`src/rtl/irq_skip_pkg.sv`:
```
package irq_skip_pkg;
  localparam int DW    = 4;
  localparam int N_SRC = 3;
  localparam int POL_BIT = 2;

  typedef enum logic [1:0] {
    SEL_GATE = 2'd0,
    SEL_AUX  = 2'd1,
    SEL_PIN  = 2'd2,
    SEL_NONE = 2'd3
  } reg_sel_e;

  // bit of the source-gate register that masks source s (0 ext, 1 t1, 2 t2)
  function automatic int gate_bit(int s);
    case (s)
      0:       return 0;
      1:       return 2;
      default: return 3;
    endcase
  endfunction
endpackage

```
`src/rtl/irq_rst_sync.sv`:
```
module irq_rst_sync #(
  parameter int STAGES = 2
) (
  input  logic clk,
  input  logic arst_n,
  output logic srst_n
);
  logic [STAGES-1:0] sh_q;

  always_ff @(posedge clk or negedge arst_n) begin
    if (!arst_n) sh_q <= '0;
    else         sh_q <= {sh_q[STAGES-2:0], 1'b1};
  end

  assign srst_n = sh_q[STAGES-1];
endmodule

```
`src/rtl/irq_req_flag.sv`:
```
module irq_req_flag (
  input  logic clk,
  input  logic rst_n,
  input  logic set_i,
  input  logic test_i,
  input  logic gate_i,
  output logic flag_o,
  output logic hit_o
);
  logic flag_q, flag_d, flag_en;

  always_comb begin
    hit_o   = test_i & ~gate_i & flag_q;
    flag_en = set_i | hit_o;
    flag_d  = set_i | (flag_q & ~hit_o);
  end

  always_ff @(posedge clk or negedge rst_n) begin
    if (!rst_n)       flag_q <= 1'b0;
    else if (flag_en) flag_q <= flag_d;
  end

  assign flag_o = flag_q;
endmodule

```
`src/rtl/irq_ctl_regs.sv`:
```
module irq_ctl_regs
  import irq_skip_pkg::*;
(
  input  logic          clk,
  input  logic          rst_n,
  input  logic          op_ei,
  input  logic          op_di,
  input  logic          wr_en,
  input  logic          rd_en,
  input  logic [1:0]    reg_sel,
  input  logic [DW-1:0] wdata,
  output logic [DW-1:0] gate_o,
  output logic [DW-1:0] pin_cfg_o,
  output logic          int_en_o,
  output logic [DW-1:0] rd_data
);
  logic [DW-1:0] gate_q, aux_q, pin_q;
  logic          en_q, en_d, en_ce;
  logic          gate_ce, aux_ce, pin_ce;

  always_comb begin
    gate_ce = wr_en & (reg_sel == SEL_GATE);
    aux_ce  = wr_en & (reg_sel == SEL_AUX);
    pin_ce  = wr_en & (reg_sel == SEL_PIN);
    en_ce   = op_ei | op_di;
    en_d    = ~op_di;
    rd_data = '0;
    if (rd_en) begin
      case (reg_sel)
        SEL_GATE: rd_data = gate_q;
        SEL_AUX:  rd_data = aux_q;
        SEL_PIN:  rd_data = pin_q;
        default:  rd_data = '0;
      endcase
    end
  end

  always_ff @(posedge clk or negedge rst_n) begin
    if (!rst_n) begin
      gate_q <= '0;
      aux_q  <= '0;
      pin_q  <= '0;
      en_q   <= 1'b0;
    end else begin
      if (gate_ce) gate_q <= wdata;
      if (aux_ce)  aux_q  <= wdata;
      if (pin_ce)  pin_q  <= wdata;
      if (en_ce)   en_q   <= en_d;
    end
  end

  assign gate_o    = gate_q;
  assign pin_cfg_o = pin_q;
  assign int_en_o  = en_q;
endmodule

```
`src/rtl/irq_skip_ctl.sv`:
```
module irq_skip_ctl
  import irq_skip_pkg::*;
(
  input  logic          clk,
  input  logic          rst_n,
  input  logic          op_ei,
  input  logic          op_di,
  input  logic          op_tst_ext,
  input  logic          op_tst_t1,
  input  logic          op_tst_t2,
  input  logic          op_tst_pin,
  input  logic          wr_en,
  input  logic          rd_en,
  input  logic [1:0]    reg_sel,
  input  logic [DW-1:0] acc_in,
  input  logic          int_pin,
  input  logic          set_ext,
  input  logic          set_t1,
  input  logic          set_t2,
  output logic          skip,
  output logic [DW-1:0] rd_data,
  output logic          int_en
);
  logic             srst_n;
  logic [DW-1:0]    gate_q, pin_cfg_q;
  logic [N_SRC-1:0] set_vec, tst_vec, flag_q, hit_vec;
  logic             pin_hit, skip_d, skip_q;

  assign set_vec = {set_t2, set_t1, set_ext};
  assign tst_vec = {op_tst_t2, op_tst_t1, op_tst_ext};

  irq_rst_sync #(.STAGES(2)) u_rst (
    .clk(clk), .arst_n(rst_n), .srst_n(srst_n)
  );

  irq_ctl_regs u_regs (
    .clk(clk), .rst_n(srst_n), .op_ei(op_ei), .op_di(op_di),
    .wr_en(wr_en), .rd_en(rd_en), .reg_sel(reg_sel), .wdata(acc_in),
    .gate_o(gate_q), .pin_cfg_o(pin_cfg_q), .int_en_o(int_en),
    .rd_data(rd_data)
  );

  for (genvar s = 0; s < N_SRC; s++) begin : g_src
    irq_req_flag u_flag (
      .clk(clk), .rst_n(srst_n), .set_i(set_vec[s]), .test_i(tst_vec[s]),
      .gate_i(gate_q[gate_bit(s)]), .flag_o(flag_q[s]), .hit_o(hit_vec[s])
    );
  end

  always_comb begin
    pin_hit = op_tst_pin & (int_pin == pin_cfg_q[POL_BIT]);
    skip_d  = (|hit_vec) | pin_hit;
  end

  always_ff @(posedge clk or negedge srst_n) begin
    if (!srst_n) skip_q <= 1'b0;
    else         skip_q <= skip_d;
  end

  assign skip = skip_q;
endmodule

```
`config.mk`:
```
export PLATFORM = sky130hd
export DESIGN_NAME = irq_skip_ctl
export DESIGN_NICKNAME = d
export VERILOG_FILES = /design/src/rtl/irq_skip_pkg.sv /design/src/rtl/irq_rst_sync.sv /design/src/rtl/irq_req_flag.sv /design/src/rtl/irq_ctl_regs.sv /design/src/rtl/irq_skip_ctl.sv
export SDC_FILE = /design/constraint.sdc
export NUM_CORES = 1
export LEC_CHECK = 0
export BUFFER_PORTS_ARGS = -buffer_cell sky130_fd_sc_hd__buf_2
export CORE_MARGIN = 2
export CORE_UTILIZATION = 40
export CTS_BUF_LIST = sky130_fd_sc_hd__clkbuf_8
export CTS_CLUSTER_SIZE = 20
export DETAILED_ROUTE_END_ITERATION = 16
export HOLD_SLACK_MARGIN = 0.12
export PLACE_DENSITY_LB_ADDON = 0.05
export SLEW_MARGIN = 20
export SYNTH_ARGS = -nofsm -noshare
export SYNTH_HDL_FRONTEND = slang
export SYNTH_SLANG_ARGS = --single-unit
```
`constraint.sdc`:
```
create_clock -name clk -period 1.35 [get_ports clk]
set_clock_uncertainty 0.2 [all_clocks]
set_input_delay 0.135 -clock clk [delete_from_list [all_inputs] [get_ports clk]]
set_output_delay 0.135 -clock clk [all_outputs]
set_load 0.02 [all_outputs]
```
# Word-level counts from Yosys, hierarchy flattened

Cells that the tools add are included.

Flip-flop bits (word level): 19
Input bits: 20
Output and inout bits: 6

Equal/unequal tests: 3
Muxes and demuxes: 2
Bitwise operators: 28
Reductions and logical operators: 2

Operator list:

| operator                                            | count |
|---|---|
| AND 1 bit                                           | 13 |
| case mux 4 bit (3 select lines)                     | 1 |
| OR 1 bit                                            | 8 |
| inverter 1 bit                                      | 7 |
| two-way mux 4 bit                                   | 1 |
| OR reduction 3 bit                                  | 1 |
| equality test 2 x 1 -> 1 bit, second input constant | 1 |
| equality test 2 bit, second input constant          | 1 |
| zero test 2 bit                                     | 1 |
| equality test 1 bit                                 | 1 |

# Longest topological paths before layout

Gate-level depths: netlist of run 1.

Depth after elaboration: 6
Mapped depth: 4
Mapped depth without buffers: 3

# By module

From an unflattened synthesis of run 1, not the netlist that was laid out.

Cell total of the unflattened synthesis: 69
Area, all modules: 920.9 um^2

By module, submodules not included:

| module       | times used | cells an instance | area each (um^2) | sequential area each (um^2) |
|---|---|---|---|---|
| irq_ctl_regs | 1          | 48                | 660.6            | 325.3 |
| irq_req_flag | 3          | 5                 | 53.8             | 25.0 |
| irq_rst_sync | 1          | 3                 | 53.8             | 50.0 |
| irq_skip_ctl | 1          | 3                 | 45.0             | 25.0 |

# Worst setup path before layout of run 1

Ideal clock, no wire load.

Path type: reg2out
Start point: register u_regs.pin_q[2] (netlist: u_regs.pin_cfg_o[2])
End point: output rd_data[2]
Arrival: 1.098 ns
Required time: 1.015 ns
Setup slack: -0.083 ns
Stages on the path, launching flop included: 4
Cells stage by stage: dfrtp_1 > mux2i_1 > or2_0 > a21boi_0

Word-level cells in the longest chain between the ends: 2

RTL lines:

| element                         | RTL line           | text |
|---|---|---|
| start, declared                 | irq_ctl_regs.sv:17 | `logic [DW-1:0] gate_q, aux_q, pin_q;` |
| start signal, assigned          | irq_ctl_regs.sv:47 | `if (pin_ce) pin_q <= wdata;` |
| case mux 4 bit (3 select lines) | irq_ctl_regs.sv:29 | `case (reg_sel)` |
| two-way mux 4 bit               | irq_ctl_regs.sv:28 | `if (rd_en) begin` |
| end, declared                   | irq_skip_ctl.sv:21 | `output logic [DW-1:0] rd_data,` |

Every way passes these cells.

# Final worst setup path of run 1

Start point: register u_regs.pin_q[3] (netlist: u_regs.pin_cfg_o[3])
End point: output rd_data[3]

Same word-level chain as after synthesis.

==> flow_metrics.tcl, run 1 <==
set metrics [dict create \
    critical_path.startpoint_type "flip-flop" \
    clock.fmax_ghz 0.671 \
    die-area_sq_um 2580 \
    wl_met3_um 62 \
    fin_crit_ns 1.49 \
    vias 684 \
    synth_cell_types 17 \
    synthFlopType "dfrtp_1" \
    setup_violations 4 \
    outcome "finished, violations left" \
    routed_wl_mm 1.73 \
    die_w_um 50.8 \
    layout.nets 141 \
    routed.top_layer "met4" \
    start_util_pct 43.4 \
    fin_crit_sh_pct 110 \
    syn_area_sq_um 877 \
    wl_per_cell_um 11.8 \
    drive_gt1_share_pct 41.7 \
    htree_levels 1 \
    wl_met2_um 892 \
    wl_met1_um 768 \
    hold_ws_ns 0.0986 \
    seqPwrFrac_pct 48.9 \
    remaining_drc_errors 0 \
    clkSinkCount 19 \
    cap_violations 0 \
    min_path_cells 3 \
    final_cells 147 \
    cp.required_ns 1.01 \
    syn2layout_area_growth_pct 50.1 \
    routabilityCongestion 0.703 \
    worstSetupPathType "flip-flop to output pin" \
    slew_violations 0 \
    coreArea_sq_um 2020 \
    rr_worst_depth 3 \
    cp.arrival_ns 1.15 \
    rows 16 \
    p_int_w 0.00109 \
    total_power_w 0.00144 \
    antenna_cells 0 \
    dr.pass1.iters 4 \
    postRouteAntennaNets 0 \
    grt_max_degree 13 \
    synth_edf_count 0 \
    switching_share_pct 24.6 \
    clk_latency_ns 0.25 \
    syn_inst 67 \
    tritoncts "done" \
    drt_iter0_markers 2 \
    dpl.cell_count 121 \
    die_h_um 50.8 \
    io_buffers 25 \
    end_kind "output pin" \
    cts_buffers 3 \
    grt-ovfl-total 0 \
    path_max_fanout 2 \
    switching_power_w 0.000355 \
    yosysWarnings 0 \
    grt_pass1_wl_mm 3.02 \
    avgSynthCellArea_sq_um 13.1 \
    violations "negative setup slack" \
    hold_violations 0 \
    syn-num-nets 87 \
    drt-vias-per-instance 4.65 \
    ir_worst_vdd_uv 990 \
    power_density_nw_per_um2 1090 \
    antenna_found_initial 0 \
    synth_seq_cells 19 \
    dp_slack_ns 0.0617 \
    min_path_type "input pin to flip-flop" \
    async_reset_ff_share_pct 100 \
    clk_pin_slew_ns 0.07 \
    power_frac_clock_pct 25.8 \
    ys_seq_area_share_pct 54.2 \
    rsz0062_at_grt "true" \
    post_dp_cell_area_sq_um 1050 \
    grt_usage_pct 16.1 \
    setup_ws_ns -0.139 \
    p_leak_nw 0.619 \
    final_area_sq_um 1320 \
    fillers 174 \
    grt_pass1_vias 689 \
    postCtsHoldBufs 18 \
    pin_count 26 \
    root_buffer "clkbuf_8" \
    hpwl_mm 1.21 \
    clock_path_buffers 2 \
    pwr-share-comb_pct 25.4 \
]
[per-layer routing]
metal | vias up | track usage [%]
met5 | - | 0
met4 | 0 | 4.05
met3 | 2 | 5.26
met2 | 15 | 28.3
met1 | 328 | 19.1
li1 | 339 | -
[placed cells by master (no fill, tap or decap)]
cell / synthesis / final
nand2_1: 5 / 5
and2b_2: 1 / 1
xnor2_1: 1 / 1
a21o_1: 3 / 3
mux2i_1: 4 / 4
buf_4: 1 / 11
nand2b_1: 3 / 3
dfrtp_1: 19 / 19
inv_1: 0 / 1
a21boi_1: 0 / 4
nand3b_1: 4 / 4
dlygate4sd3_1: 0 / 18
mux2_2: 12 / 12
clkbuf_8: 0 / 3
buf_2: 0 / 21
nor2_1: 2 / 2
nand3b_4: 1 / 1
nor3b_4: 1 / 1
conb_1: 1 / 1
nand4_1: 1 / 1
or2_0: 4 / 4
[through the flow]
stage	TNS, ns	utilization, %
floorplan	0	-
global placement	0	52.0
detailed placement	0	52.0
CTS	-0.580	65.1
global route	-0.912	65.1
finish	-0.523	65.1
[sequential cells by signal, summed over array words and instances (netlist names)]
| signal | count |
|---|---|
| u_regs.aux_q | 4 |
| u_regs.gate_o | 4 |
| u_regs.pin_cfg_o | 4 |
| g_src.u_flag.flag_o | 3 |
| u_rst.sh_q | 2 |
| skip | 1 |
| u_regs.int_en_o | 1 |
[power groups by stage]
stage               Sequential [W]  Clock [W]  Combinational, W
floorplan                 0.000724          0          0.000172
global placement          0.000723          0          0.000277
detailed placement        0.000723          0          0.000280
CTS                       0.000703   0.000385          0.000371
global route              0.000714   0.000422          0.000407
finish                    0.000704   0.000371          0.000365
[synthesized netlist by cell type, drive strengths merged, types with 2 or more instances]
cell type  instances  share of area (%)
dfrtp             19                 54
mux2              12                 15
nand2              5                2.1
nand3b             5                5.7
a21boi             4                3.4
mux2i              4                4.6
or2                4                2.9
a21o               3                2.6
nand2b             3                2.1
nor2               2               0.86
[what timing repair did]
| item | in CTS | in global routing |
|---|---|---|
| resized for setup | 4 | 0 |
| endpoints found under the setup margin | 4 | 4 |
| hold endpoints to repair | 24 | 4 |
| buffers inserted | 4 | 0 |
[worst max-delay path: stages, from the launching register on]
cell and delay, ns:
dfrtp_1 0.36, mux2i_1 0.07, or2_0 0.20, a21boi_1 0.12, buf_4 0.15
[layout make-up]
type | count | area [sq um] | area share (%)
Tap cell | 27 | 33.8 | 2.57
Sequential cell | 19 | 475 | 36.1
Clock buffer | 3 | 41.3 | 3.14
Multi-Input combinational cell | 47 | 394 | 29.9
Timing Repair Buffer | 50 | 368 | 27.9
Clock inverter | 1 | 3.75 | 0.285
[path summary, 6_finish.rpt]
| path | startpoint | endpoint | slack [ns] |
|---|---|---|---|
| max in group asynchronous | u_rst.sh_q[1]$_DFF_PN0_ | u_regs.aux_q[1]$_DFFE_PN0P_ | 0.26 |
| worst min-delay path | wr_en | u_regs.aux_q[3]$_DFFE_PN0P_ | 0.1 |
| worst max register to register | u_regs.gate_o[0]$_DFFE_PN0P_ | g_src[0].u_flag.flag_o$_DFFE_PN0P_ | 0.22 |
| worst max-delay path | u_regs.pin_cfg_o[3]$_DFFE_PN0P_ | rd_data[3] | -0.14 |
| min in group asynchronous | u_rst.sh_q[1]$_DFF_PN0_ | g_src[2].u_flag.flag_o$_DFFE_PN0P_ | 0.44 |
| worst min register to register | u_rst.sh_q[0]$_DFF_PN0_ | u_rst.sh_q[1]$_DFF_PN0_ | 0.15 |
[cell families (layout without fill, tap and decap cells)]
group | count (synthesis) | in the layout | share of synthesized area [%]
AO/OA/AOI/OAI | 7 | 7 | 5.99
XOR/XNOR | 1 | 1 | 0.999
multiplexers | 16 | 16 | 20.0
other | 1 | 1 | 0.428
flip-flops | 19 | 19 | 54.2
buffers and inverters | 1 | 54 | 0.856
AND/OR/NAND/NOR | 22 | 22 | 17.5
Power figures use the tool's default switching activity.
==> run 2, diff against run 1 <==
--- a/config.mk
+++ b/config.mk
@@ -6,7 +6,6 @@
 export NUM_CORES = 1
 export LEC_CHECK = 0
 export BUFFER_PORTS_ARGS = -buffer_cell sky130_fd_sc_hd__buf_2
-export CORE_MARGIN = 2
 export CORE_UTILIZATION = 40
 export CTS_BUF_LIST = sky130_fd_sc_hd__clkbuf_8
 export CTS_CLUSTER_SIZE = 20
==> flow_metrics.tcl, run 2 (synthesized netlist as in run 1, its figures left out) <==
set metrics [dict create \
    outcome "finished, violations left" \
    violations "negative setup slack" \
    start_util_pct 43.8 \
    p_int_w 0.00110 \
    drt-vias-per-instance 4.68 \
    clock_path_buffers 2 \
    rrSetupSlack_ns 0.11 \
    rr_startpoint "u_regs.gate_o[3]$_DFFE_PN0P_" \
    switching_power_w 0.000366 \
    power_frac_clock_pct 26.4 \
    cpPeakStageDelay_ns 0.35 \
    fin_crit_sh_pct 111 \
    post-route-util_pct 66.2 \
    r2r_end "g_src[2].u_flag.flag_o$_DFFE_PN0P_" \
    die_w_um 48.8 \
    setup_ws_ns -0.142 \
    min_path_cells 3 \
    crit_slowest_cell "dfrtp_1" \
    die_h_um 48.8 \
    routabilityCongestion 0.676 \
    rows 16 \
    mostFrequentLayoutCells "21 x buf_2, 19 x dfrtp_1, 18 x dlygate4sd3_1" \
    tritoncts "done" \
    remaining_drc_errors 0 \
    post_dp_cell_area_sq_um 1050 \
    critical_path.startpoint_type "flip-flop" \
    total_power_w 0.00146 \
    grt_max_degree 13 \
    hold_ws_ns 0.100 \
    end_kind "output pin" \
    cts_buffers 3 \
    worstHoldStart "wr_en" \
    fin_crit_ns 1.49 \
    routed_wl_mm 1.64 \
    drive_gt1_share_pct 43.0 \
    root_buffer "clkbuf_8" \
    grt_pass1_vias 712 \
    cp.required_ns 1.01 \
    pwr-share-comb_pct 25.7 \
    dr.pass1.iters 4 \
    syn2layout_area_growth_pct 51.1 \
    grt_usage_pct 16.5 \
    clk_latency_ns 0.25 \
    layout_commonest_cell "buf_2" \
    fillers 163 \
    postRouteAntennaNets 0 \
    wl_per_cell_um 11.1 \
    min_path_type "input pin to flip-flop" \
    cp.depth 4 \
    setup_violations 4 \
    p_leak_nw 0.623 \
    clkSinkCount 19 \
    critPathTopFamily "flip-flops" \
    clock.fmax_ghz 0.670 \
    cp.arrival_ns 1.16 \
    ir_worst_vdd_uv 775 \
    postCtsHoldBufs 18 \
    htree_levels 1 \
    io_buffers 25 \
    layout.nets 142 \
    path_buf_inv 1 \
    hold_violations 0 \
    antenna_cells 0 \
    seqPwrFrac_pct 47.9 \
    slew_violations 0 \
    hpwl_mm 1.16 \
    final_area_sq_um 1330 \
    vias 692 \
    power_density_nw_per_um2 1100 \
    holdPathEnd "u_regs.aux_q[0]$_DFFE_PN0P_" \
    drt_iter0_markers 7 \
    path_max_fanout 2 \
    pin_count 26 \
    rr_worst_depth 4 \
    die-area_sq_um 2380 \
    cap_violations 0 \
    worstSetupPathType "flip-flop to output pin" \
    cp_cell_sequence "mux2i_1 -> or2_1 -> a21boi_1 -> buf_4" \
    rsz0062_at_grt "true" \
    grt-ovfl-total 0 \
    grt_pass1_wl_mm 3.02 \
    antenna_found_initial 0 \
    coreArea_sq_um 2000 \
    switching_share_pct 25.1 \
    clk_pin_slew_ns 0.07 \
]
run 2: cell count changes in the layout (fill, tap and decap cells not counted), sizes merged:
cell / before / now
buf: 32 / 33
inv: 1 / 0
clkinv: 0 / 1
run 2: through the flow:
step,cells,setup WS [ns],TNS [ns]
after floorplan,67,0.0717,0
after global placement,121,0.0727,0
after detailed placement,121,0.0540,0
after CTS,147,-0.154,-0.593
after global routing,148,-0.229,-0.801
final,148,-0.142,-0.534
run 2: worst min-delay path, cell delays in order:
cell and delay, ns:
buf_2 0.13, nand3b_4 0.10, mux2_2 0.15
run 2: repair_timing:
| action | in CTS | in global routing |
|---|---|---|
| setup endpoints to repair | 4 | 4 |
| setup buffers | 4 | 1 |
| pin swaps | 0 | 0 |
| endpoints found under the hold margin | 24 | 4 |
| gates resized for setup | 4 | 1 |
run 2: worst max path at each step:
stage | startpoint | to | slack [ns]
floorplan | u_regs.pin_cfg_o[2]$_DFFE_PN0P_ | rd_data[2] | 0.07
global placement | reg_sel[1] | rd_data[1] | 0.07
detailed placement | reg_sel[1] | u_regs.gate_o[3]$_DFFE_PN0P_ | 0.05
CTS | u_regs.gate_o[3]$_DFFE_PN0P_ | rd_data[3] | -0.15
global route | u_regs.pin_cfg_o[0]$_DFFE_PN0P_ | rd_data[0] | -0.23
finish | u_regs.gate_o[0]$_DFFE_PN0P_ | rd_data[0] | -0.14
run 2: area by class of cell:
class                           count  area (sq um)  area share (%)
Tap cell                           27          33.8            2.55
Clock inverter                      1          5.00           0.378
Clock buffer                        3          41.3            3.12
Timing Repair Buffer               51           375            28.3
Sequential cell                    19           475            35.9
Multi-Input combinational cell     47           394            29.7
run 2: metal layers:
metal	share of wire (%)	track usage (%)
met4	0.49	5.88
met3	2.7	2.80
met1	48	22.7
met5	0	0
met2	48	26.4
run 2: power groups by stage:
stage	Clock (W)	Combinational (W)	Sequential, W
3_3_place_gp	0	0.000276	0.000721
4_1_cts	0.000402	0.000372	0.000700
2_1_floorplan	0	0.000172	0.000724
5_1_grt	0.000426	0.000414	0.000713
3_5_place_dp	0	0.000280	0.000722
6_report	0.000386	0.000375	0.000701
==> run 3, diff against run 2 <==
--- a/config.mk
+++ b/config.mk
@@ -5,7 +5,7 @@
 export SDC_FILE = /design/constraint.sdc
 export NUM_CORES = 1
 export LEC_CHECK = 0
-export BUFFER_PORTS_ARGS = -buffer_cell sky130_fd_sc_hd__buf_2
+export BUFFER_PORTS_ARGS = -buffer_cell sky130_fd_sc_hd__clkbuf_2
 export CORE_UTILIZATION = 40
 export CTS_BUF_LIST = sky130_fd_sc_hd__clkbuf_8
 export CTS_CLUSTER_SIZE = 20
@@ -16,3 +16,4 @@
 export SYNTH_ARGS = -nofsm -noshare
 export SYNTH_HDL_FRONTEND = slang
 export SYNTH_SLANG_ARGS = --single-unit
+export TNS_END_PERCENT = 10
==> flow_metrics.tcl, run 3 (synthesized netlist as in run 1, its figures left out) <==
set metrics [dict create \
    grt_pass1_wl_mm 2.94 \
    io_buffers 25 \
    top_usage_layer "met2" \
    fin_crit_ns 1.51 \
    postRouteAntennaNets 0 \
    cp.arrival_ns 1.17 \
    postCtsHoldBufs 18 \
    remaining_drc_errors 0 \
    root_buffer "clkbuf_8" \
    worstSetupPathType "flip-flop to output pin" \
    setup_ws_ns -0.159 \
    htree_levels 1 \
    power_density_nw_per_um2 1100 \
    cp_cell_sequence "mux2i_1 -> or2_0 -> a21boi_1 -> buf_4" \
    layout_commonest_cell "clkbuf_2" \
    setup_violations 4 \
    grt_usage_pct 16.8 \
    drt-vias-per-instance 4.58 \
    hpwl_mm 1.19 \
    mostFrequentLayoutCells "21 x clkbuf_2, 19 x dfrtp_1, 18 x dlygate4sd3_1" \
    rows 16 \
    rrSetupSlack_ns 0.10 \
    cap_violations 0 \
    grt-ovfl-total 0 \
    post-route-util_pct 66.1 \
    fin_crit_sh_pct 112 \
    ir_worst_vdd_uv 672 \
    die_h_um 48.8 \
    use_met3_pct 2.80 \
    critical_path.startpoint_type "flip-flop" \
    rsz0062_at_grt "true" \
    pin_count 26 \
    cpPeakStageDelay_ns 0.36 \
    routed_wl_mm 1.69 \
    grt_max_degree 13 \
    clock.fmax_ghz 0.663 \
    wl_per_cell_um 11.4 \
    grt_pass1_vias 725 \
    dr.pass1.iters 3 \
    end_kind "output pin" \
    drt_iter0_markers 5 \
    path_max_fanout 2 \
    use_met2_pct 28.2 \
    coreArea_sq_um 2000 \
    cts_buffers 3 \
    syn2layout_area_growth_pct 50.9 \
    drive_gt1_share_pct 42.1 \
    violations "negative setup slack" \
    antenna_found_initial 0 \
    routabilityCongestion 0.762 \
    hold_violations 0 \
    crit_slowest_cell "dfrtp_1" \
    clk_latency_ns 0.26 \
    start_util_pct 43.8 \
    min_path_type "input pin to flip-flop" \
    die_w_um 48.8 \
    dp_slack_ns -0.0360 \
    outcome "finished, violations left" \
    slew_violations 0 \
    clkSinkCount 19 \
    p_leak_nw 0.629 \
    cp.required_ns 1.01 \
    clock_path_buffers 2 \
    tns_ns -0.575 \
    layout.nets 142 \
    gr-usage-met1_pct 20.8 \
    antenna_cells 0 \
    tritoncts "done" \
    die-area_sq_um 2380 \
    clk_pin_slew_ns 0.07 \
    vias 678 \
]
==> run 3: cell types whose count changed in the layout (fill, tap and decap cells not counted) <==
cell	previous run	this run
buf_2	21	0
clkbuf_2	0	21
or2_0	3	4
or2_1	1	0
clkinv_2	1	0
inv_1	0	1
==> run 3: worst max-delay path: cells and delay by family, from the launching register on <==
family / cells / cell delay (ns)
flops: 1 / 0.36
simple gates: 1 / 0.20
buf+inv: 1 / 0.16
compound gates: 1 / 0.13
mux: 1 / 0.07
==> run 3: report_power, final <==
| part | internal (W) | total [W] | leakage, nW | switching (W) |
|---|---|---|---|---|
| clock network | 0.000202 | 0.000383 | 0.0269 | 0.000181 |
| logic | 0.000231 | 0.000373 | 0.383 | 0.000142 |
| registers | 0.000659 | 0.000705 | 0.219 | 0.0000455 |
==> run 3: final cells by class <==
class | count | area, sq um
fillers | 163 | 678
flip-flops and latches | 19 | 475
multi-input cells | 47 | 394
repair buffers | 51 | 375
clock buffers | 3 | 41.3
well taps | 27 | 33.8
clock inverters | 1 | 3.75
==> run 3: what timing repair did <==
| item | 4_1_cts | 5_1_grt |
|---|---|---|
| cloned | 0 | 0 |
| setup buffers | 1 | 2 |
| hold endpoints to repair | 24 | 4 |
| pin swaps | 0 | 0 |
| setup endpoints to repair | 4 | 4 |
| gates resized for setup | 7 | 4 |
==> run 3: layer usage <==
metal	up-vias	share of wire [%]
met2	14	47
li1	340	-
met5	-	0
met3	5	3.1
met4	0	2.5
met1	319	48
==> run 3: path summary, 6_finish.rpt <==
kind                                         startpoint                                 end  depth (start not counted)
setup / recovery           u_regs.gate_o[0]$_DFFE_PN0P_                          rd_data[0]                          4
hold / removal                                    wr_en         u_regs.aux_q[0]$_DFFE_PN0P_                          3
setup reg to reg           u_regs.gate_o[0]$_DFFE_PN0P_  g_src[0].u_flag.flag_o$_DFFE_PN0P_                          4
hold reg to reg                 u_rst.sh_q[0]$_DFF_PN0_             u_rst.sh_q[1]$_DFF_PN0_                          0
max in group asynchronous       u_rst.sh_q[1]$_DFF_PN0_     u_regs.pin_cfg_o[3]$_DFFE_PN0P_                          2
min in group asynchronous       u_rst.sh_q[1]$_DFF_PN0_  g_src[0].u_flag.flag_o$_DFFE_PN0P_                          1
==> run 3: metrics by stage <==
| step | hold slack, ns | area (sq um) | power, W | instances |
|---|---|---|---|---|
| global placement | -0.280 | 1070 | 0.00101 | 123 |
| floorplan | -0.361 | 877 | 0.000894 | 67 |
| global route | 0.0978 | 1320 | 0.00154 | 148 |
| finish | 0.0812 | 1320 | 0.00146 | 148 |
| CTS | 0.0806 | 1310 | 0.00146 | 146 |
| detailed placement | -0.277 | 1070 | 0.00102 | 123 |
